$ cat src/rtl/pkt_fifo_pkg.sv
package pkt_fifo_pkg;
  // Positions of the flag bits above the payload inside a stored word
  localparam int unsigned SOP_OFS = 3;
  localparam int unsigned EOP_OFS = 0;
  localparam int unsigned FLAG_BITS = 4;
endpackage

$ cat src/rtl/pkt_fifo_ctrl.sv
module pkt_fifo_ctrl #(
  parameter int unsigned DEPTH = 16,
  parameter int unsigned AW = (DEPTH > 1) ? $clog2(DEPTH) : 1,
  parameter int unsigned CW = $clog2(DEPTH + 1)
) (
  input  logic          clk,
  input  logic          sclr,
  input  logic          wr_req,
  input  logic          rd_req,
  output logic          wr_en,
  output logic          rd_en,
  output logic [AW-1:0] wptr,
  output logic [AW-1:0] rptr,
  output logic [CW-1:0] used,
  output logic          full,
  output logic          empty
);
  localparam logic [CW-1:0] CNT_MAX = CW'(DEPTH);
  localparam logic [AW-1:0] PTR_LAST = AW'(DEPTH - 1);

  logic [CW-1:0] used_nx;

  // A write is dropped while full, even if a pop frees a slot in the same cycle
  assign wr_en = wr_req && !full;
  assign rd_en = rd_req && !empty;

  always_comb begin
    used_nx = used;
    case ({wr_en, rd_en})
      2'b10:   used_nx = used + 1'b1;
      2'b01:   used_nx = used - 1'b1;
      default: used_nx = used;
    endcase
  end

  always_ff @(posedge clk) begin
    if (sclr) begin
      wptr  <= '0;
      rptr  <= '0;
      used  <= '0;
      full  <= 1'b0;
      empty <= 1'b1;
    end else begin
      if (wr_en) wptr <= (wptr == PTR_LAST) ? '0 : wptr + 1'b1;
      if (rd_en) rptr <= (rptr == PTR_LAST) ? '0 : rptr + 1'b1;
      used  <= used_nx;
      full  <= (used_nx == CNT_MAX);
      empty <= (used_nx == '0);
    end
  end
endmodule

$ cat src/rtl/pkt_fifo_mem.sv
module pkt_fifo_mem #(
  parameter int unsigned WIDTH = 132,
  parameter int unsigned DEPTH = 16,
  parameter int unsigned AW = (DEPTH > 1) ? $clog2(DEPTH) : 1
) (
  input  logic             clk,
  input  logic             sclr,
  input  logic             we,
  input  logic [AW-1:0]    waddr,
  input  logic [WIDTH-1:0] wdata,
  input  logic             re,
  input  logic [AW-1:0]    raddr,
  output logic [WIDTH-1:0] q
);
  logic [WIDTH-1:0] ram [DEPTH];

  always_ff @(posedge clk) begin
    if (we) ram[waddr] <= wdata;
  end

  // Registered read port; holds its value between reads
  always_ff @(posedge clk) begin
    if (sclr)    q <= '0;
    else if (re) q <= ram[raddr];
  end
endmodule

$ cat src/rtl/pkt_stream_rd.sv
module pkt_stream_rd (
  input  logic clk,
  input  logic sclr,
  input  logic empty,
  input  logic ready,
  output logic rd_req,
  output logic valid
);
  // Pop only what the sink can take this cycle
  assign rd_req = ready && !empty;

  always_ff @(posedge clk) begin
    if (sclr) valid <= 1'b0;
    else      valid <= rd_req;
  end
endmodule

$ cat src/rtl/pkt_tx_fifo.sv
module pkt_tx_fifo
  import pkt_fifo_pkg::*;
#(
  parameter int unsigned DATA_W = 128,
  parameter int unsigned DEPTH  = 16,
  localparam int unsigned WORD_W = DATA_W + FLAG_BITS,
  localparam int unsigned AW = (DEPTH > 1) ? $clog2(DEPTH) : 1,
  localparam int unsigned CW = $clog2(DEPTH + 1)
) (
  input  logic              clk,
  input  logic              sclr,
  input  logic [WORD_W-1:0] wr_word,
  input  logic              wr_req,
  input  logic              st_ready,
  output logic [DATA_W-1:0] st_data,
  output logic              st_sop,
  output logic              st_eop,
  output logic              st_valid,
  output logic              fifo_full,
  output logic              fifo_empty,
  output logic [CW-1:0]     fifo_used
);
  logic          rd_req, wr_en, rd_en;
  logic [AW-1:0] wptr, rptr;
  logic [WORD_W-1:0] q;

  pkt_stream_rd u_rd (
    .clk    (clk),
    .sclr   (sclr),
    .empty  (fifo_empty),
    .ready  (st_ready),
    .rd_req (rd_req),
    .valid  (st_valid)
  );

  pkt_fifo_ctrl #(.DEPTH(DEPTH), .AW(AW), .CW(CW)) u_ctrl (
    .clk    (clk),
    .sclr   (sclr),
    .wr_req (wr_req),
    .rd_req (rd_req),
    .wr_en  (wr_en),
    .rd_en  (rd_en),
    .wptr   (wptr),
    .rptr   (rptr),
    .used   (fifo_used),
    .full   (fifo_full),
    .empty  (fifo_empty)
  );

  pkt_fifo_mem #(.WIDTH(WORD_W), .DEPTH(DEPTH), .AW(AW)) u_mem (
    .clk   (clk),
    .sclr  (sclr),
    .we    (wr_en),
    .waddr (wptr),
    .wdata (wr_word),
    .re    (rd_en),
    .raddr (rptr),
    .q     (q)
  );

  assign st_data = q[DATA_W-1:0];
  assign st_sop  = q[DATA_W + SOP_OFS];
  assign st_eop  = q[DATA_W + EOP_OFS];
endmodule

$ cat config.mk
export PLATFORM = sky130hd
export DESIGN_NAME = pkt_tx_fifo
export DESIGN_NICKNAME = d
export VERILOG_FILES = /design/src/rtl/pkt_fifo_pkg.sv /design/src/rtl/pkt_fifo_ctrl.sv /design/src/rtl/pkt_fifo_mem.sv /design/src/rtl/pkt_stream_rd.sv /design/src/rtl/pkt_tx_fifo.sv
export SDC_FILE = /design/constraint.sdc
export NUM_CORES = 2
export LEC_CHECK = 0
export ABC_AREA = 1
export BUFFER_PORTS_ARGS = -buffer_cell sky130_fd_sc_hd__buf_2
export CAP_MARGIN = 10
export CORE_MARGIN = 8
export CORE_UTILIZATION = 58
export CTS_BUF_LIST = sky130_fd_sc_hd__clkbuf_8
export DETAILED_ROUTE_END_ITERATION = 7
export PLACE_DENSITY = 0.81
export RECOVER_POWER = 25
export SETUP_SLACK_MARGIN = 0.2
export SYNTH_ARGS = -nofsm -noshare
export SYNTH_HDL_FRONTEND = slang
export SYNTH_SLANG_ARGS = --single-unit
$ cat constraint.sdc
create_clock -name clk -period 8 [get_ports clk]
set_clock_uncertainty 0.05 [all_clocks]
set_input_delay 1.6 -clock clk [delete_from_list [all_inputs] [get_ports clk]]
set_output_delay 1.6 -clock clk [all_outputs]
set_load 0.01 [all_outputs]
==> results by group <==
Global routing
  – GRT met3 Usage: ~6%
  – Vias in the first global route: around 54000
  – M1 GR Usage: 33.9%
  – First-pass GRT wire length: approximately 320 mm
  – Largest net degree at the start of global routing: 270
  – GRT overflow: 0
  – Initial antenna violation count: 48
  – All-Layer GR Usage: 26.3%
  – Met2 GRT Util: 42.8%
  – Gr busiest metal: met2

Drt
  – Drt wl/cell: about 25 µm
  – Vias post-DR: approximately 55000
  – Vias per std cell: 6.35
  – WL final: 216 mm
  – DRC: 0
  – Drt first pass iters: 6
  – Iteration-0 DRC Markers: around 7200
  – Number of routed nets with antenna violations: 0

Pwr
  – P_int: approximately 18000 µW
  – Clock group share of total power: 36.3%
  – Combinational fraction of design power: under 10%
  – Switching Share: 25.0%
  – Pleak: 0.0310 µW
  – P_sw: slightly above 6000 µW
  – Peak supply drop: between 0.0002 and 0.00025 V
  – Seq pwr share: between 50% and 60%
  – Power per Cell Area: 260 nW/µm²

Setup path
  – Critical Setup Path Class: input pin to register
  – Crit end category: register
  – RR Endpoint: u_mem.q[61]$_SDFFE_PP0P_
  – Maximum fanout along the worst path: between 100 and 150
  – Worst Reg2Reg Path Length in Cells: 7
  – Worst EP required: between 8 and 9 ns
  – Reg-to-reg critical path startpoint: u_ctrl.rptr[1]$_SDFFE_PP0P_
  – R2r setup slk: 4.47 ns
  – Startpoint Class: input pin
  – CP Data Arrival Time: roughly 4.4 ns

Yosys
  – Gate Count Post-Synth: a little over 6000
  – Cell Area, Synth: 84700 µm²
  – Sequential fraction of the synthesis area: around 77%
  – Synthesis-stage register bit count: around 2200
  – Synthesized area per cell: 13.6 µm²
  – Syn Nets: between 6000 and 7000
  – Synthesis Warnings: 0
  – Synth unique cells: 27

Placement
  – DP HPWL: slightly above 100 mm
  – Post-DP Area: roughly 87000 µm²
  – Gpl congestion: about 0.76
  – Input/output buffers: around 270

Min path
  – Min-delay src: u_mem.q[92]$_SDFFE_PP0P_
  – Hold path cells: 2
  – Hold EP: u_mem.q[92]$_SDFFE_PP0P_
  – Hold crit path type: register to register

Finish
  – Finished Cell Area: around 94000 µm²
  – Most frequent cells in the layout: 2080 x edfxtp_1, 1177 x nor2_1, 1112 x o21ai_0
  – Share of layout cells above drive strength 1: 10.7%
  – Fillers: 9864
  – Nets: between 6000 and 7000
  – Layout area overhead: 10.6%
  – Commonest non-fill, non-tap cell in the layout: edfxtp_1

Floorplan
  – Initial Utilization: between 50% and 60%
  – Die H: about 400 µm
  – DIE WIDTH: roughly 400 µm
  – Row cnt: 140
  – IO Pins: 274
  – Core Area: roughly 150000 µm²
  – DIE AREA: between 150000 and 200000 µm²

STA
  – Tmin final: around 3.8 ns
  – Final setup violation count: 0
  – Setup TNS: 0 ns
  – Worst slew pin tran: approximately 1.3 ns
  – Endpoints failing hold: 0
  – Final worst-path cycle share: 48.0%
  – Max Fclk: roughly 0.26 GHz
  – RSZ-0062 raised after global routing: false
  – Max-slew headroom: between 15 and 20%
  – Final Max Tran Viols: 0

CTS
  – CTS resizes: 0
  – Post-CTS Hold Fix Bufs: 0
  – Post-CTS setup buffers: 0
  – Total CTS buffers: 350
  – Num Clock Sinks: 2226
  – Root buf cell: clkbuf_8
  – CTS tree: done
  – Clk Latency, worst-skew pair: about 1.1 ns
  – Clk pin slew, worst setup/hold paths: around 0.060 ns
  – CTS Buffer Depth: 4
  – H-tree depth: 5

Status
  – Status: finished, final reports clean

Job
  – Max-capacitance violation count: 0
-- metrics by stage --
step | setup slack, ns | std cells | hold slack [ns] | util [%] | power (µW)
finish | 4.16 | 8664 | 0.479 | 64.4 | 24400
global route | 4.10 | 8648 | 0.507 | 64.4 | 25200
CTS | 4.30 | 8630 | 0.479 | 64.5 | 24400
detailed placement | 3.22 | 8007 | 0.461 | 60.0 | 15700
global placement | 3.30 | 8007 | 0.467 | 60.0 | 15600
floorplan | -0.108 | 6211 | 0.440 | - | 14900
-- how the worst max path moves through the flow --
stage / start / end / cells after the start
3_3_place_gp: wr_req / u_mem.ram[0][52]$_DFFE_PP_ / 7
4_1_cts: wr_req / u_mem.ram[8][50]$_DFFE_PP_ / 6
2_1_floorplan: wr_req / u_mem.ram[11][0]$_DFFE_PP_ / 5
5_1_grt: wr_req / u_mem.ram[8][32]$_DFFE_PP_ / 6
6_report: wr_req / u_mem.ram[8][50]$_DFFE_PP_ / 6
3_5_place_dp: wr_req / u_mem.ram[8][121]$_DFFE_PP_ / 6
-- cell usage after synthesis --
cell type,number,area [µm²]
buf_1,19,71.3
clkbuf_1,256,961
edfxtp_1,2080,62500
clkinv_1,1,3.75
o221ai_1,189,1660
buf_6,19,214
dfxtp_1,146,2920
xor2_1,2,17.5
buf_4,14,105
ha_1,7,87.6
a31oi_1,104,651
o22ai_1,301,1880
a21oi_1,128,641
o211ai_1,10,75.1
clkbuf_2,10,50.1
inv_4,1,6.26
buf_2,145,726
nand3_1,104,521
o21ai_0,1112,5570
nor2_1,1195,4490
nor3b_1,1,7.51
inv_1,24,90.1
nand2_1,193,724
nor3_1,32,160
inv_2,2,7.51
nand4_1,4,25.0
o21ai_1,112,561
-- flip-flops by register name, summed over array words and instances (netlist names) --
signal	flops
u_rd.valid	1
u_ctrl.full	1
u_mem.ram	2080
u_ctrl.empty	1
u_ctrl.wptr	4
u_ctrl.used	5
u_mem.q	130
u_ctrl.rptr	4
-- cell families (layout without fill, tap and decap cells) --
kind of cell / count (synthesis) / after routing / share of synthesized area [%]
buffers and inverters: 491 / 993 / 2.64
adders and majority gates: 7 / 7 / 0.103
and+or+nand+nor: 1529 / 1529 / 7.00
AOI/OAI and AO/OA: 1956 / 1956 / 13.0
DFF: 2226 / 2226 / 77.2
xor gates and xnor gates: 2 / 2 / 0.0207
other: 0 / 34 / 0
-- worst max-delay path: stages --
cell and delay [ns]:
buf_2 0.07, nand2_1 0.38, inv_1 0.28, nand2_1 0.26
nor2_4 0.86, buf_12 0.63
-- area by class of cell --
class,instances,area (µm²),area share (%)
sequential,2226,65400,69.8
multi-input combinational,3494,17200,18.4
antenna,34,85.1,0.0908
inverter,28,151,0.162
timing repair buffer,342,1980,2.11
clock inverter,221,945,1.01
clock buffer,402,5530,5.91
tap,1917,2400,2.56
-- per-layer routing --
layer	up-vias	wire length [µm]
met2	3614	103000
li1	24000	-
met4	22	7760
met1	26900	79300
met5	-	157
met3	528	25100
-- power groups by stage --
stage	clock [µW]	combinational [µW]	sequential, µW
3_3_place_gp	0	2270	13300
6_report	8840	2410	13100
4_1_cts	8910	2390	13100
3_5_place_dp	0	2380	13300
2_1_floorplan	0	1540	13400
5_1_grt	9420	2640	13100
(Power assumes the default switching activity.)
